## src/rtl/pingpong_pkg.sv

```systemverilog
package pingpong_pkg;

  localparam int NUM_SLOTS = 2;
  localparam int IDX_W     = 1;

  // Strobes from the control section to the slot datapath
  typedef struct packed {
    logic             initAll;
    logic             load;
    logic [IDX_W-1:0] loadIdx;
    logic             clear;
    logic [IDX_W-1:0] clearIdx;
  } slot_strobe_t;

endpackage

```

## src/rtl/pingpong_ctrl.sv

```systemverilog
module pingpong_ctrl
  import pingpong_pkg::*;
#(
  parameter int LEN_W = 12,
  parameter int CNT_W = 8
) (
  input  logic                 clk,
  input  logic                 rstN,
  input  logic                 init,
  input  logic                 enqValid,
  input  logic [LEN_W:0]       enqSize,
  input  logic [NUM_SLOTS-1:0] slotDone,
  input  logic                 svcReq,
  input  logic                 retValid,
  input  logic [CNT_W-1:0]     retCount,
  output slot_strobe_t         strb,
  output logic                 enqAccept,
  output logic                 enqOverflow,
  output logic                 enqBadSize,
  output logic                 svcUnderflow,
  output logic                 retUnderflow,
  output logic [1:0]           level,
  output logic [CNT_W-1:0]     doneCount,
  output logic                 canAccept
);

  localparam logic [LEN_W:0] MAX_SIZE = {1'b1, {LEN_W{1'b0}}};
  localparam logic [1:0]     LEVEL_FULL = 2'd2;

  logic [IDX_W-1:0] fillIdx;
  logic [IDX_W-1:0] drainIdx;
  logic [CNT_W-1:0] reqCnt;
  logic [CNT_W-1:0] svcCnt;

  logic             sizeBad;
  logic             ovf;
  logic             acc;
  logic             compGo;
  logic             svcGo;
  logic             svcUnd;
  logic             svcOk;
  logic             retBad;
  logic             retOk;
  logic [1:0]       levelNext;
  logic [CNT_W-1:0] doneNext;

  always_comb begin
    sizeBad = enqValid && ((enqSize == '0) || (enqSize > MAX_SIZE));
    ovf     = enqValid && !sizeBad && (level >= LEVEL_FULL);
    acc     = enqValid && !sizeBad && !ovf;
    compGo  = slotDone[drainIdx];
    svcGo   = svcReq && (svcCnt != reqCnt);
    svcUnd  = svcGo && (level == 2'd0);
    svcOk   = svcGo && !svcUnd;
    retBad  = retValid && (retCount > doneCount);
    retOk   = retValid && !retBad;
  end

  always_comb begin
    levelNext = level;
    if (acc && !svcOk)      levelNext = level + 2'd1;
    else if (!acc && svcOk) levelNext = level - 2'd1;
    doneNext = doneCount + CNT_W'(svcOk) - (retOk ? retCount : '0);
  end

  always_comb begin
    strb          = '0;
    strb.initAll  = init;
    strb.load     = acc && !init;
    strb.loadIdx  = fillIdx;
    strb.clear    = compGo && !init;
    strb.clearIdx = drainIdx;
  end

  always_ff @(posedge clk or negedge rstN) begin
    if (!rstN) begin
      fillIdx      <= '0;
      drainIdx     <= '0;
      reqCnt       <= '0;
      svcCnt       <= '0;
      level        <= '0;
      doneCount    <= '0;
      enqAccept    <= 1'b0;
      enqOverflow  <= 1'b0;
      enqBadSize   <= 1'b0;
      svcUnderflow <= 1'b0;
      retUnderflow <= 1'b0;
    end else if (init) begin
      fillIdx      <= '0;
      drainIdx     <= '0;
      reqCnt       <= '0;
      svcCnt       <= '0;
      level        <= '0;
      doneCount    <= '0;
      enqAccept    <= 1'b0;
      enqOverflow  <= 1'b0;
      enqBadSize   <= 1'b0;
      svcUnderflow <= 1'b0;
      retUnderflow <= 1'b0;
    end else begin
      enqAccept    <= acc;
      enqOverflow  <= ovf;
      enqBadSize   <= sizeBad;
      svcUnderflow <= svcUnd;
      retUnderflow <= retBad;
      if (acc)    fillIdx  <= fillIdx + 1'b1;
      if (compGo) begin
        drainIdx <= drainIdx + 1'b1;
        reqCnt   <= reqCnt + 1'b1;
      end
      if (svcGo)  svcCnt   <= svcCnt + 1'b1;
      level     <= levelNext;
      doneCount <= doneNext;
    end
  end

  assign canAccept = (level < LEVEL_FULL);

endmodule

```

## src/rtl/pingpong_slots.sv

```systemverilog
module pingpong_slots
  import pingpong_pkg::*;
#(
  parameter int ADDR_W = 32,
  parameter int LEN_W  = 12
) (
  input  logic                        clk,
  input  logic                        rstN,
  input  slot_strobe_t                strb,
  input  logic                        asyncMode,
  input  logic [ADDR_W-1:0]           enqAddr,
  input  logic [LEN_W:0]              enqSize,
  input  logic [NUM_SLOTS-1:0]        doneIn,
  input  logic [NUM_SLOTS-1:0]        errIn,
  output logic [NUM_SLOTS-1:0]        descReady,
  output logic [NUM_SLOTS-1:0]        descStart,
  output logic [NUM_SLOTS-1:0]        descDone,
  output logic [NUM_SLOTS-1:0]        descErr,
  output logic [NUM_SLOTS*LEN_W-1:0]  descLen,
  output logic [NUM_SLOTS*ADDR_W-1:0] descAddr,
  output logic                        chanStatus
);

  logic [LEN_W-1:0] lenField;
  assign lenField = LEN_W'(enqSize - 1'b1);

  for (genvar g = 0; g < NUM_SLOTS; g++) begin : g_slot
    logic hitLoad;
    logic hitClear;
    assign hitLoad  = strb.load  && (strb.loadIdx  == IDX_W'(g));
    assign hitClear = strb.clear && (strb.clearIdx == IDX_W'(g));

    always_ff @(posedge clk or negedge rstN) begin
      if (!rstN) begin
        descReady[g]               <= 1'b0;
        descStart[g]               <= 1'b0;
        descDone[g]                <= 1'b0;
        descErr[g]                 <= 1'b0;
        descLen[g*LEN_W +: LEN_W]  <= '0;
        descAddr[g*ADDR_W +: ADDR_W] <= '0;
      end else if (strb.initAll) begin
        descReady[g]               <= 1'b0;
        descStart[g]               <= 1'b0;
        descDone[g]                <= 1'b0;
        descErr[g]                 <= 1'b0;
        descLen[g*LEN_W +: LEN_W]  <= '0;
        descAddr[g*ADDR_W +: ADDR_W] <= '0;
      end else begin
        // drain first, new reports next, a fresh load last
        if (hitClear) begin
          descDone[g]  <= 1'b0;
          descErr[g]   <= 1'b0;
          descReady[g] <= 1'b0;
        end
        if (doneIn[g]) descDone[g] <= 1'b1;
        if (errIn[g])  descErr[g]  <= 1'b1;
        if (hitLoad) begin
          descReady[g]                 <= 1'b1;
          descStart[g]                 <= asyncMode;
          descLen[g*LEN_W +: LEN_W]    <= lenField;
          descAddr[g*ADDR_W +: ADDR_W] <= enqAddr;
        end
      end
    end
  end

  always_ff @(posedge clk or negedge rstN) begin
    if (!rstN)              chanStatus <= 1'b0;
    else if (strb.initAll)  chanStatus <= 1'b0;
    else if (|doneIn)       chanStatus <= 1'b1;
    else if (strb.clear)    chanStatus <= 1'b0;
  end

endmodule

```

## src/rtl/pingpong_tracker.sv

```systemverilog
module pingpong_tracker
  import pingpong_pkg::*;
#(
  parameter int ADDR_W = 32,
  parameter int LEN_W  = 12,
  parameter int CNT_W  = 8
) (
  input  logic                        clk,
  input  logic                        rstN,
  input  logic                        init,
  input  logic                        asyncMode,
  input  logic                        enqValid,
  input  logic [ADDR_W-1:0]           enqAddr,
  input  logic [LEN_W:0]              enqSize,
  output logic                        enqAccept,
  output logic                        enqOverflow,
  output logic                        enqBadSize,
  input  logic [NUM_SLOTS-1:0]        doneIn,
  input  logic [NUM_SLOTS-1:0]        errIn,
  output logic [NUM_SLOTS-1:0]        descReady,
  output logic [NUM_SLOTS-1:0]        descStart,
  output logic [NUM_SLOTS-1:0]        descDone,
  output logic [NUM_SLOTS-1:0]        descErr,
  output logic [NUM_SLOTS*LEN_W-1:0]  descLen,
  output logic [NUM_SLOTS*ADDR_W-1:0] descAddr,
  output logic                        chanStatus,
  input  logic                        svcReq,
  output logic                        svcUnderflow,
  input  logic                        retValid,
  input  logic [CNT_W-1:0]            retCount,
  output logic                        retUnderflow,
  output logic [CNT_W-1:0]            doneCount,
  output logic                        canAccept
);

  slot_strobe_t strb;
  logic [1:0]   levelW;

  pingpong_ctrl #(.LEN_W(LEN_W), .CNT_W(CNT_W)) u_ctrl (
    .clk          (clk),
    .rstN         (rstN),
    .init         (init),
    .enqValid     (enqValid),
    .enqSize      (enqSize),
    .slotDone     (descDone),
    .svcReq       (svcReq),
    .retValid     (retValid),
    .retCount     (retCount),
    .strb         (strb),
    .enqAccept    (enqAccept),
    .enqOverflow  (enqOverflow),
    .enqBadSize   (enqBadSize),
    .svcUnderflow (svcUnderflow),
    .retUnderflow (retUnderflow),
    .level        (levelW),
    .doneCount    (doneCount),
    .canAccept    (canAccept)
  );

  pingpong_slots #(.ADDR_W(ADDR_W), .LEN_W(LEN_W)) u_slots (
    .clk        (clk),
    .rstN       (rstN),
    .strb       (strb),
    .asyncMode  (asyncMode),
    .enqAddr    (enqAddr),
    .enqSize    (enqSize),
    .doneIn     (doneIn),
    .errIn      (errIn),
    .descReady  (descReady),
    .descStart  (descStart),
    .descDone   (descDone),
    .descErr    (descErr),
    .descLen    (descLen),
    .descAddr   (descAddr),
    .chanStatus (chanStatus)
  );

endmodule

```

## config.mk

```make
export PLATFORM = sky130hd
export DESIGN_NAME = pingpong_tracker
export DESIGN_NICKNAME = d
export VERILOG_FILES = /design/src/rtl/pingpong_pkg.sv /design/src/rtl/pingpong_ctrl.sv /design/src/rtl/pingpong_slots.sv /design/src/rtl/pingpong_tracker.sv
export SDC_FILE = /design/constraint.sdc
export NUM_CORES = 1
export LEC_CHECK = 0
export BUFFER_PORTS_ARGS = -buffer_cell sky130_fd_sc_hd__buf_2
export CAP_MARGIN = 25
export CORE_UTILIZATION = 56
export DETAILED_ROUTE_END_ITERATION = 7
export GPL_TIMING_DRIVEN = 0
export PLACE_DENSITY = 0.95
export SLEW_MARGIN = 30
export SYNTH_ARGS = -nofsm -noshare
export SYNTH_HDL_FRONTEND = slang
export SYNTH_SLANG_ARGS = --single-unit
```

## constraint.sdc

```tcl
create_clock -name clk -period 6.66 [get_ports clk]
set_input_delay 0.333 -clock clk [delete_from_list [all_inputs] [get_ports clk]]
set_output_delay 0.333 -clock clk [all_outputs]
set_load 0.02 [all_outputs]
```

==> summary by stage, run 1 <==
Setup path
Data arrives at the worst endpoint at 4.37 ns. The kind of start point of the critical path is a flop. The capturing element type of the critical path is a flop. The highest fanout seen on the critical path is 6. The worst setup path category is reg2reg.

For the worst setup path, the data required time is roughly 7.0 ns.

Timing
The final critical path time including I/O delays and setup is 3.99 ns. Setup repair after global routing left no endpoint under its margin. The post-layout worst setup margin is 2.67 ns. The total count of max-transition violations in the final report came to 0. The worst-case headroom to the max-slew limit is 56.7%. Setup violations remaining at the end of the flow were counted as 0. The clock arrives with approximately 0.010 ns of skew. Timing would allow up to roughly 0.25 GHz. The hold violation total from the final report is 0.

The worst path uses 59.9% of the clock period. The final-layout setup total negative slack is 0 ns. The slew at the pin with the worst max-slew slack is about 0.65 ns.

Clocking
Clock latency on the worst-skew pair, taken at its later pin, is 0.52 ns. TritonCTS built the clock tree. The number of clock buffers added by TritonCTS is 17. The clock tree synthesis step divided the H-tree into 4 levels. The root buffer cell chosen for the clock tree is sky130_fd_sc_hd__clkbuf_8.

The post-CTS setup repair buffer count is 0. The clock passes through at most 2 buffers. The post-cts resize count is 0.

The count of hold-fix buffers inserted at cts is 1. After clock tree synthesis, the clock-pin slew on the worst setup and hold paths is 0.06 ns. The number of sinks handled by clock tree synthesis is 130.

Synthesis
The cell taking the most area after synthesis is sky130_fd_sc_hd__dfrtp_1. The average instance in the mapped netlist occupies 9.40 sq um. The number of warnings reported in the yosys synthesis log is 0.

By area the synthesized netlist is led by sky130_fd_sc_hd__dfrtp_1 (53%), sky130_fd_sc_hd__nand2_1 (9.5%), sky130_fd_sc_hd__a21oi_1 (7.1%). The area fraction of the dominant cell type after synthesis is ~53%. The register bit total from synthesis is 130. The cell count after synthesis is around 650. The synthesized netlist net count is 737. The number of flops mapped to enable cells by yosys is 0. After synthesis, flip-flops and latches occupy 53.5% of the total area.

The netlist uses between 40 and 50 different library cells. The fraction of registers with async set or reset after synthesis is 100%. The dominant synthesized flop cell is sky130_fd_sc_hd__dfrtp_1. In this run the cell area of the synthesized design comes to 0.00608 sq mm.

Placement
At the end of routability-driven placement, the weighted congestion stood at 0.841. The HPWL after detailed placement is 11900 um. In this run the tool buffered the top-level ports with 173 buffer cells.

OpenSTA, run right after detailed placement, puts the worst setup slack at 2.75 ns. The placed instances occupy a cell area of 0.00716 sq mm.

Drt
In this run the remaining antenna-violating nets after routing total 0. The remaining design rule violation count is 0. The via total after detailed routing is 5637. The DRC violation total after the first TritonRoute iteration is 457.

In the routed layout, each cell is associated on average with a via count of 5.70. The iteration count of the initial detailed-routing pass is 5. For this block, the routed nets add up to 17500 um of wire. In the final routed layout, each cell accounts on average for 17.7 um.

Global route
Entering global routing, the biggest net connects 85 pins. The first global-routing pass estimated between 20000 and 30000 um of wire. Summed over all layers, the global routing overflow is 0. The number of antenna violations at the first check in global routing is 0. The number of global-route vias before repair is 5670. Global routing used 31.8% of the available tracks.

Die
The width of the die is 106 um. The initial standard-cell utilization of the core is 58.4%. In this run the count of I/O pins placed on the die edge is 175. Row generation in the floorplan step produced 37 rows. The placeable core area is 0.0104 sq mm. The die height is 106 um.

The die area is 0.0113 sq mm.

Worst hold path
The class of the tightest hold or removal check is in2reg.

Final layout
The post-route netlist has 26.8% of its cells at a drive strength greater than 1. The library cells used most frequently in the layout, excluding fill and tap cells, are sky130_fd_sc_hd__buf_2 (176), sky130_fd_sc_hd__nand2_1 (154), sky130_fd_sc_hd__dfrtp_1 (130). Compared with the post-synthesis result, the final layout area differs by 27.2%.

The finished cells cover 0.00773 sq mm. After the last flow step, the layout net total stands at 931. The number of antenna diodes in the final layout is 0. Leaving out fill and tap cells, the most frequent cell in the layout is sky130_fd_sc_hd__buf_2.

Run
The max-cap violation count is 0.

Pwr
The reported leakage power is 3.80 nW. Across the VDD grid, the largest voltage drop is 0.191 mV. Dividing total power by cell area gives a power density of 313 mW/mm^2.

Run status
The run finished with clean final reports.
cell families (layout without fill, tap and decap cells):
group	after synthesis	count (layout)	share of synthesized area [%]
flops	130	130	53.5
xor+xnor	38	38	5.47
simple gates	271	271	19.2
buf+inv	54	260	3.54
compound gates	115	115	10.5
fa+ha+maj	26	26	5.47
mux	13	13	2.37
path summary, 6_finish.rpt:
kind                            cells past startpoint                                to  slack, ns                             from
worst max register to register                     17     u_ctrl.doneCount[6]$_DFF_PN0_       2.67    u_ctrl.doneCount[1]$_DFF_PN0_
min in group asynchronous                           2   u_slots.descLen[11]$_DFFE_PN0P_       0.30                             rstN
worst min-delay path                                3    u_slots.descErr[0]$_DFFE_PN0P_       0.04                         errIn[0]
worst min register to register                      1   u_slots.descLen[10]$_DFFE_PN0P_       0.51  u_slots.descLen[10]$_DFFE_PN0P_
worst max-delay path                               17     u_ctrl.doneCount[6]$_DFF_PN0_       2.67    u_ctrl.doneCount[1]$_DFF_PN0_
max in group asynchronous                           3  u_slots.descAddr[38]$_DFFE_PN0P_       5.66                             rstN
routing by layer:
metal	vias up	global-route usage [%]	part of all wire, %
met1	2721	37.8	39
met3	76	6.93	6.5
met4	0	17.0	4.6
met2	298	54.0	50
met5	-	0	0
li1	2542	-	-
layout make-up:
cell class,instances,area (sq um)
sequential,130,3250
fill,717,2680
multi-input combinational,463,2610
timing repair buffer,175,913
clock buffer,17,414
tap,136,170
clock inverter,14,155
buffer,35,144
inverter,19,71.3
power breakdown:
part | internal (mW) | switching [mW] | leakage, nW | total [mW]
combinational | 0.250 | 0.376 | 1.76 | 0.627
sequential | 0.844 | 0.0392 | 1.77 | 0.883
clock | 0.536 | 0.372 | 0.275 | 0.908
total | 1.63 | 0.787 | 3.80 | 2.42
critical path: stages (launching register included):
cell and delay (ns):
sky130_fd_sc_hd__dfrtp_1 0.37, sky130_fd_sc_hd__inv_1 0.05, sky130_fd_sc_hd__ha_1 0.28, sky130_fd_sc_hd__nor2b_1 0.13
sky130_fd_sc_hd__o211ai_1 0.17, sky130_fd_sc_hd__a21oi_1 0.09, sky130_fd_sc_hd__o32ai_1 0.48, sky130_fd_sc_hd__and2_1 0.20
sky130_fd_sc_hd__clkbuf_1 0.22, sky130_fd_sc_hd__nand2_1 0.09, sky130_fd_sc_hd__ha_1 0.32, sky130_fd_sc_hd__fa_1 0.46
sky130_fd_sc_hd__a21o_1 0.17, sky130_fd_sc_hd__a21oi_1 0.21, sky130_fd_sc_hd__o21bai_1 0.09, sky130_fd_sc_hd__a21oi_1 0.26
sky130_fd_sc_hd__xor2_1 0.19, sky130_fd_sc_hd__nor2_1 0.05
Yosys cell counts, types with 2 or more instances:
master,count
sky130_fd_sc_hd__or4b_1,2
sky130_fd_sc_hd__nor2_2,2
sky130_fd_sc_hd__nand3_1,4
sky130_fd_sc_hd__or2_0,2
sky130_fd_sc_hd__nor4_1,3
sky130_fd_sc_hd__clkbuf_1,29
sky130_fd_sc_hd__or3_1,5
sky130_fd_sc_hd__dfrtp_1,130
sky130_fd_sc_hd__inv_1,19
sky130_fd_sc_hd__nor2b_1,3
sky130_fd_sc_hd__nor3b_1,2
sky130_fd_sc_hd__xor2_1,12
sky130_fd_sc_hd__nand2_1,154
sky130_fd_sc_hd__a21oi_1,86
sky130_fd_sc_hd__buf_2,4
sky130_fd_sc_hd__or4_1,2
sky130_fd_sc_hd__mux2i_1,2
sky130_fd_sc_hd__and2_1,2
sky130_fd_sc_hd__a21o_1,2
sky130_fd_sc_hd__or2_2,2
sky130_fd_sc_hd__xnor2_1,26
sky130_fd_sc_hd__nor3_1,13
sky130_fd_sc_hd__ha_1,25
sky130_fd_sc_hd__a211oi_1,10
sky130_fd_sc_hd__nor2_1,60
sky130_fd_sc_hd__nand4_1,10
sky130_fd_sc_hd__o21ai_0,9
sky130_fd_sc_hd__mux2_2,11
flip-flops by register name, summed over array words and instances, names as in the netlist:
name,flops
u_ctrl.doneCount,8
u_ctrl.drainIdx,1
u_ctrl.enqAccept,1
u_ctrl.enqBadSize,1
u_ctrl.enqOverflow,1
u_ctrl.fillIdx,1
u_ctrl.level,2
u_ctrl.reqCnt,8
u_ctrl.retUnderflow,1
u_ctrl.svcCnt,8
u_ctrl.svcUnderflow,1
u_slots.chanStatus,1
u_slots.descAddr,64
u_slots.descDone,2
u_slots.descErr,2
u_slots.descLen,24
u_slots.descReady,2
u_slots.descStart,2
per-stage QoR:
step	utilization [%]	instances	total power, mW	hold slack [ns]
global route	74.3	989	2.53	0.0355
CTS	74.3	989	2.41	0.0308
floorplan	-	647	1.31	0.0374
detailed placement	68.7	957	1.50	0.247
global placement	68.3	956	1.47	0.484
finish	74.3	989	2.42	0.0352
Note: power is estimated with default switching activity, not from simulation.
==> inputs of run 2 (changes only) <==
Settings changed: CORE_UTILIZATION 56 to 47, PLACE_DENSITY 0.95 to 0.86.
Clock period 6.66 ns to 3.22 ns, I/O delays scaled along.
==> run 2 against run 1 <==
  * The run now ends with negative setup slack left
  * First-iteration DRC count shrank 20%
  * Highest routed layer unchanged
  * Non-clock buffer count increased by 42
  * Critical endpoint is now u_ctrl.doneCount[7]$_DFF_PN0_
  * Critical path depth fell by 2
  * Sequential cell count unchanged
  * Clock-buffer cell count grew 8
  * Global-route usage down 3.7 points
  * Sequential share of layout area is 3.3 points lower
  * Design area increased by 8.5%
  * Clock power grew 98%
  * Routed wire length rose by 1.5%
  * Core utilization fell by 7.8 points
  * Final cell count rose by 7.8%
==> summary by stage, run 2 (synthesis gave the netlist of run 1 again) <==
Timing
The slew at the pin with the worst max-slew slack is 0.605 ns. The final-layout setup total negative slack is -0.179 ns. The post-route clock skew is 0.00870 ns. The hold violation total from the final report is 0. The worst pin sits at a relative slew slack of 59.7%. Setup repair after global routing could not meet its margin everywhere.

The total count of max-transition violations in the final report is 0. The total setup violations reported at the end of the flow is 2. Setup slack on the critical path of the routed design comes to -0.0987 ns. The share of the clock period used by the worst path after layout is 103%.

The final critical path time including I/O delays and setup is between 3 and 4 ns. The peak clock frequency supported by timing is around 0.30 GHz.

Die
The number of placement rows is 41. The initial standard-cell utilization of the core is between 40% and 50%. The die height is roughly 120 um. In this run the standard cell core region covers 0.0126 sq mm. The top-level I/O count is around 180. The die area is 0.0134 sq mm.

The width of the die is 116 um.

Worst hold path
The path class of the tightest hold or removal check is in2reg.

Global route
The final global-route overflow total is 0. Entering global routing, the biggest net connects a little under 80 pins. Global routing used 28.1% of the available tracks.

The number of global-route vias before repair is 5711. The first-pass GRT wire length is 28200 um. The number of antenna violations at the first check in global routing is 0.

Final layout
The utilization after layout is 66.5%. Leaving out fill and tap cells, the most frequent cells in the layout are sky130_fd_sc_hd__buf_2 (176), sky130_fd_sc_hd__nand2_1 (153), sky130_fd_sc_hd__dfrtp_1 (129). The largest registers in the layout are u_slots.descAddr (64), u_slots.descLen (24).

From synthesis to final layout, the design area changed by 38.0%. The flip-flop count of the largest register after layout is 64. In the final design database the tool counted 973 nets. The share of cells above drive strength 1 is 29.3%. The library cell used most frequently in the layout, excluding fill and tap cells, is sky130_fd_sc_hd__buf_2. The count of inserted antenna diode cells is 0.

The register with the most flip-flops in the final layout is u_slots.descAddr. The number of fillers in the final layout is 996.

Placement
The detailed placement HPWL is 11900 um. The final weighted congestion of routability-driven global placement is 0.808. Port buffering added approximately 170 buffers.

Drt
The via total after detailed routing is 5681. After detailed routing, the total wire length is 17800 um. The iteration count of the initial detailed-routing pass is 5. In this run, the number of DRC markers left after iteration 0 of detailed routing was 364.

The average detailed-routed wire length per instance is 16.7 um. The remaining design rule violation count is 0. The number of vias per cell after detailed routing is between 5 and 6. Once detail routing completed, the nets flagged for antenna violations numbered 0.

Pwr
The total power per unit cell area is approximately 640 mW/mm^2. The peak ir drop on the vdd network is ~0.38 mV. Summed over all cells, the static leakage comes to 4.00 nW.

Clocking
Counting the buffers created by CTS gives 17. The clock tree from TritonCTS is done. The depth of the CTS H-tree is 4. The clock edge transition at the registers on the reported setup and hold paths is 0.06 ns. In this run the deepest clock path goes through 2 buffers. The clock insertion delay at the later pin of the skew report is 0.42 ns. The number of sinks handled by clock tree synthesis is 130.

The cell sitting at the root of the clock tree is a sky130_fd_sc_hd__clkbuf_16.

Run
Across the run, the number of max-cap violations was 0.

Setup path
The worst setup path is of the reg2reg kind. The worst setup path is captured at a flop. The critical path data arrival time is between 3 and 4 ns. Setup slack on the worst reg-to-reg path comes out at -0.1 ns. In this run the worst path has a maximum fanout of 6. The kind of start point of the critical path is a flop. The critical path data required time is around 3.5 ns.

Run status
The final reports fail on negative setup slack. The flow ran to the end, but the final reports show violations.
## run 2: cell types whose count changed in the layout (fill, tap and decap cells not counted), sizes merged
cell / previous run / this run
bufinv: 2 / 1
dlygate4sd3: 1 / 38
clkinv: 6 / 3
buf: 180 / 186
clkbuf: 46 / 53
inv: 23 / 19
clkinvlp: 2 / 1
## run 2: cell type report
| type | count | area [sq um] | area share, % |
|---|---|---|---|
| Sequential cell | 130 | 3250 | 38.8 |
| Inverter | 19 | 71.3 | 0.850 |
| Buffer | 34 | 141 | 1.68 |
| Clock buffer | 25 | 495 | 5.90 |
| Multi-Input combinational cell | 463 | 2830 | 33.8 |
| Clock inverter | 5 | 52.6 | 0.626 |
| Tap cell | 172 | 215 | 2.56 |
| Timing Repair Buffer | 218 | 1330 | 15.8 |
## run 2: stage by stage
step | instances | cell area [sq um] | setup WS [ns] | hold WS (ns) | power [mW]
finish | 1066 | 8390 | -0.0987 | 0.0279 | 5.35
global placement | 992 | 7200 | -0.290 | 0.383 | 3.08
CTS | 1067 | 8340 | -0.0620 | 0.00985 | 5.22
detailed placement | 993 | 7230 | -0.375 | 0.103 | 3.15
floorplan | 647 | 6120 | -0.134 | -0.135 | 2.75
global route | 1066 | 8390 | -0.307 | 0.0447 | 5.64
## run 2: worst paths after layout
check / start / end / cells past startpoint
max in group asynchronous: rstN / u_slots.descAddr[40]$_DFFE_PN0P_ / 3
worst min-delay path: enqValid / u_ctrl.enqBadSize$_DFF_PN0_ / 3
min in group asynchronous: rstN / u_slots.descLen[5]$_DFFE_PN0P_ / 2
worst max-delay path: u_ctrl.doneCount[1]$_DFF_PN0_ / u_ctrl.doneCount[7]$_DFF_PN0_ / 15
worst min register to register: u_slots.descLen[21]$_DFFE_PN0P_ / u_slots.descLen[21]$_DFFE_PN0P_ / 1
worst max register to register: u_ctrl.doneCount[1]$_DFF_PN0_ / u_ctrl.doneCount[7]$_DFF_PN0_ / 15
## run 2: critical path, cell delays in order (launching register included)
cell and delay (ns):
sky130_fd_sc_hd__dfrtp_2 0.41, sky130_fd_sc_hd__inv_2 0.07, sky130_fd_sc_hd__ha_4 0.19, sky130_fd_sc_hd__nor2b_1 0.12, sky130_fd_sc_hd__o211ai_1 0.18, sky130_fd_sc_hd__a21oi_2 0.09, sky130_fd_sc_hd__o32ai_2 0.29, sky130_fd_sc_hd__and2_4 0.23
sky130_fd_sc_hd__nand2_1 0.06, sky130_fd_sc_hd__ha_1 0.28, sky130_fd_sc_hd__ha_2 0.20, sky130_fd_sc_hd__or4_4 0.49, sky130_fd_sc_hd__o22ai_2 0.14, sky130_fd_sc_hd__xnor2_1 0.15, sky130_fd_sc_hd__and4_1 0.22, sky130_fd_sc_hd__nor3_1 0.05
## run 2: report_power, final
part	switching, mW	total (mW)	internal, mW
clock	0.666	1.80	1.13
combinational	0.913	1.72	0.805
sequential	0.0913	1.84	1.75
## run 2: repair_timing
action	CTS	global route
setup buffers	7	0
pin swaps	20	16
setup endpoints to repair	4	4
hold buffers	38	0
gates resized for setup	19	12
hold endpoints to repair	122	0
gates cloned	0	0
## run 2: routing by layer
layer / track usage, % / up-vias / routed length, um
met5: 0 / - / 0
met3: 8.00 / 50 / 1240
met4: 14.2 / 0 / 548
li1: - / 2629 / -
met1: 33.2 / 2756 / 6990
met2: 47.0 / 246 / 9000
==> inputs of run 3 (changes only) <==
Settings changed: CORE_UTILIZATION 47 to 23, HOLD_SLACK_MARGIN set to 0.05, PLACE_DENSITY 0.86 to 0.53, SYNTH_HIERARCHICAL set to 1.
==> run 3 against run 2 <==
  * The flow finishes with violations (design-rule violations, negative setup slack)
  * Final cell count rose by 18%
  * Via count fell by 1.6%
  * Core utilization fell by 33 points
  * Clock-buffer cell count fell by 4
  * Synthesized area rose by 1.4%
  * Routed wire length rose by 14%
  * Sequential power barely moved
  * Critical endpoint is now u_ctrl/doneCount[6]$_DFF_PN0_
==> summary by stage, run 3 <==
Timing
The total count of max-transition violations in the final report came to 0. The slew at the pin with the worst max-slew slack is 0.692 ns. The total setup violations reported at the end of the flow is 2.

Of the available clock period, the critical path in the final layout requires 105%. Across all hold checks on the routed design, the worst slack comes to 0.0710 ns. Across the routed clock network, the largest skew measured is around 0.0076 ns. Setup repair after global routing could not meet its margin everywhere.

The hold violation total from the final report is 0. The final critical path time including I/O delays and setup is roughly 3.4 ns. Timing would allow up to 0.295 GHz.

Measured against its own limit, the worst slew margin works out to 53.8%. Once routing completed, OpenROAD measured the worst setup slack at -0.167 ns. The final-layout setup total negative slack is -0.210 ns.

Drt
Using the TritonRoute via totals, the vias-per-cell ratio works out to 4.45. The remaining design rule violation count is 8. The iteration count of the initial detailed-routing pass is 7. The via total after detailed routing is 5588. The total wirelength of the detailed-routed design is slightly above 20000 um. The average detailed-routed wire length per instance is 16.2 um. In this run, the number of DRC markers left after iteration 0 of detailed routing was between 200 and 300. Once detail routing completed, the nets flagged for antenna violations numbered 0.

Synthesis
The register bit total from synthesis is 130. The post-synthesis instance area is 0.00617 sq mm. For this run, asynchronously set or reset flops after synthesis account for 100%. In the synthesized netlist the dominant register cell turns out to be sky130_fd_sc_hd__dfrtp_1. Among all cell types in the netlist, the one instantiated most often is sky130_fd_sc_hd__nand2_1. Sorting the synthesized cells by area gives the leading types as sky130_fd_sc_hd__dfrtp_1 (53%), sky130_fd_sc_hd__nand2_1 (9.2%), sky130_fd_sc_hd__a21oi_1 (7.0%).

The cell taking the most area after synthesis is sky130_fd_sc_hd__dfrtp_1. Counting flops with a built-in enable in the synthesized netlist gives 0. After synthesis, the most frequently instantiated cells are sky130_fd_sc_hd__nand2_1 (151), sky130_fd_sc_hd__dfrtp_1 (130), sky130_fd_sc_hd__a21oi_1 (86). The portion of the post-synthesis area used by sequential elements is 52.8%. Synthesis instantiated 48 different standard cells from the library. The mean instance size in the synthesized netlist is around 9.4 sq um. The synthesized netlist net count is 746.

The cell count after synthesis is 656. Of the post-synthesis cell area, the dominant cell type holds approximately 53%. For this run, the number of Yosys warnings is 6.

Global route
Global routing consumed, over all layers together, around 15% of the routing resources. The total overflow left after global routing is 0. The pin count of the biggest net entering global routing is 80.

The first-pass GRT wire length is 32200 um. The number of global-route vias before repair is 5704. The number of antenna violations at the first check in global routing is 0.

Die
The placeable core area is roughly 0.026 sq mm. The initial standard-cell utilization of the core is 23.5%. Measured along the x axis, the die boundary spans 166 um. The die area is 0.0275 sq mm. The die height is 166 um. The number of placement rows is 59. In this run the count of I/O pins placed on the die edge is 175.

Pwr
The worst-case IR drop observed on VDD is 0.270 mV. Power spread over the standard cell area amounts to 625 mW/mm^2. The switching share of power is 31.4%. For this design the total switching power over the nets is 1.73 mW. The portion of total power attributed to combinational logic is a little under a third.

The clock network burns 35.9% of the power. Per report_power, the sequential group accounts for between 30 and 40% of the total. Internal power comes to 3.77 mW. In this run the static leakage power is 4.13 nW.

The sum of internal, switching and leakage power is 5.50 mW.

Worst hold path
The class of the tightest hold or removal check is in2reg. The startpoint of the most critical hold path is enqSize[9].

Run status
The run finished, with violations left. The checks that failed: design-rule violations, negative setup slack.

Setup path
The family with the most delay on the worst path is adder cells. Data on the critical path is required at its endpoint by approximately 3.5 ns. The critical path ends at u_ctrl/doneCount[6]$_DFF_PN0_. The cell count along the critical path is 18. The startpoint of the worst setup timing path is u_ctrl/doneCount[6]$_DFF_PN0_. Of all nets on the critical path, the largest fanout is 6.

The delay of the slowest cell on the worst path is 0.39 ns. In this run the register-to-register setup slack is -0.17 ns. Data on the critical path arrives at its endpoint at between 3 and 4 ns. The worst setup path is of the reg2reg kind.

Together, buffers and inverters on the worst path number 3. The critical path goes through inv_1 > ha_4 > nand4_1 > o2111ai_1 > o31ai_1 > or2_1 > buf_6 > and2_4 > ha_4 > inv_2 > ha_4 > fa_2 > a21o_1 > a21oi_2 > o21bai_1 > a21oi_1 > xor2_1 > nor2_1. The worst register-to-register path has a depth of 18.

STA classifies the critical path endpoint as a flop. STA classifies the critical path startpoint as a flop. The slowest stage of the critical path belongs to the cell sky130_fd_sc_hd__dfrtp_2.

The endpoint of the lowest-slack register-to-register path is u_ctrl/doneCount[6]$_DFF_PN0_. The beginning of the worst register-to-register path is u_ctrl/doneCount[6]$_DFF_PN0_. The cell type with the highest occurrence count on the critical path is sky130_fd_sc_hd__ha_4.

Final layout
In the final layout, the registers with the most flip-flops are u_slots/descAddr (64), u_slots/descLen (24). The most common cell after layout, fill and taps aside is sky130_fd_sc_hd__buf_2. Cells fill 33.6% of the core in the end. The final-stage net count is 998. The count of inserted antenna diode cells is 0. The register with the most flip-flops in the layout has 64 of them.

Compared with the post-synthesis result, the final layout area differs by 42.8%. Fill cells in the final layout number about 2700. The register ranked first by flip-flop count is u_slots/descAddr. The library cells used most frequently in the layout, excluding fill and tap cells, are sky130_fd_sc_hd__buf_2 (175), sky130_fd_sc_hd__nand2_1 (151), sky130_fd_sc_hd__dfrtp_1 (125).

The post-route netlist has approximately 29% of its cells at a drive strength greater than 1.

Clocking
TritonCTS built the clock tree. Counting the buffers created by CTS gives 17. The number of sinks handled by clock tree synthesis is 130. After clock tree synthesis, the clock-pin slew on the worst setup and hold paths is 0.06 ns. The clock insertion delay at the later pin of the skew report is about 0.4 ns. CTS placed an instance of sky130_fd_sc_hd__clkbuf_16 at the clock tree root. Counting along the longest clock path gives a buffer depth of 2. The depth of the CTS H-tree is 4.

Placement
The final weighted congestion of routability-driven global placement is 0.781. The number of input and output port buffers inserted is between 150 and 200. The wire-length estimate of the detail-placed layout is 14400 um.

Run
The max-cap violation count is 0.
[run 3: layout make-up]
type | count | area (sq um) | share of cell area [%]
multi-input cells | 466 | 2820 | 32.0
repair buffers | 234 | 1450 | 16.5
well taps | 335 | 419 | 4.76
clock buffers | 21 | 470 | 5.34
plain buffers | 41 | 188 | 2.13
flip-flops and latches | 130 | 3260 | 37.0
clock inverters | 11 | 128 | 1.45
inverters | 18 | 67.6 | 0.767
[run 3: worst min-delay path by stage]
stage / slack [ns] / cells after the start / endpoint
5_1_grt: 0.07 / 3 / u_slots/descLen[23]$_DFFE_PN0P_
4_1_cts: 0.05 / 3 / u_slots/descLen[21]$_DFFE_PN0P_
3_5_place_dp: 0.11 / 1 / u_slots/descErr[1]$_DFFE_PN0P_
3_3_place_gp: 0.38 / 3 / u_slots/descErr[0]$_DFFE_PN0P_
6_report: 0.07 / 3 / u_slots/descLen[21]$_DFFE_PN0P_
2_1_floorplan: -0.13 / 0 / u_ctrl/doneCount[0]$_DFF_PN0_
[run 3: logic make-up after synthesis]
kind of cell	after synthesis	share of synthesized area [%]
and+or+nand+nor	267	19.0
AOI/OAI and AO/OA	132	12.6
DFF	130	52.8
buffers and inverters	60	4.04
xor gates and xnor gates	35	5.19
adders and majority gates	26	5.40
muxes	6	1.01
[run 3: power by group through the flow]
stage                     Sequential (mW)  Combinational (mW)  Clock, mW
after global routing                 1.83                1.90       2.10
after global placement               1.85                1.33          0
after detailed placement             1.85                1.36          0
final                                1.82                1.71       1.97
after CTS                            1.82                1.58       2.04
after floorplan                      1.93               0.887          0
[run 3: worst register-to-register path, delay by kind of cell, from the launching register on]
kind,cells,cell delay (ns)
xor+xnor,1,0.16
fa+ha+maj,4,1.02
buf+inv,3,0.23
simple gates,4,0.59
compound gates,6,0.85
flops,1,0.39
[run 3: metrics by stage]
stage          setup WS (ns)  std cells  cell area, sq um
6_report              -0.167       1256              8810
5_1_grt               -0.298       1256              8810
4_1_cts               -0.146       1251              8720
3_5_place_dp          -0.406       1165              7560
3_3_place_gp          -0.395       1164              7520
2_1_floorplan        -0.0359        656              6240
[run 3: repair_timing]
action,CTS,global route
setup buffers,14,6
hold buffers,40,0
endpoints found under the hold margin,124,0
pin swaps,12,8
endpoints found under the setup margin,3,66
gates resized for setup,8,10
[run 3: routing by layer]
metal / vias to the layer above / GRT usage, % / part of all wire (%)
li1: 2714 / - / -
met1: 2720 / 19.8 / 47
met2: 134 / 24.7 / 48
met3: 20 / 3.24 / 4.3
met4: 0 / 4.71 / 1.5
met5: - / 0 / 0
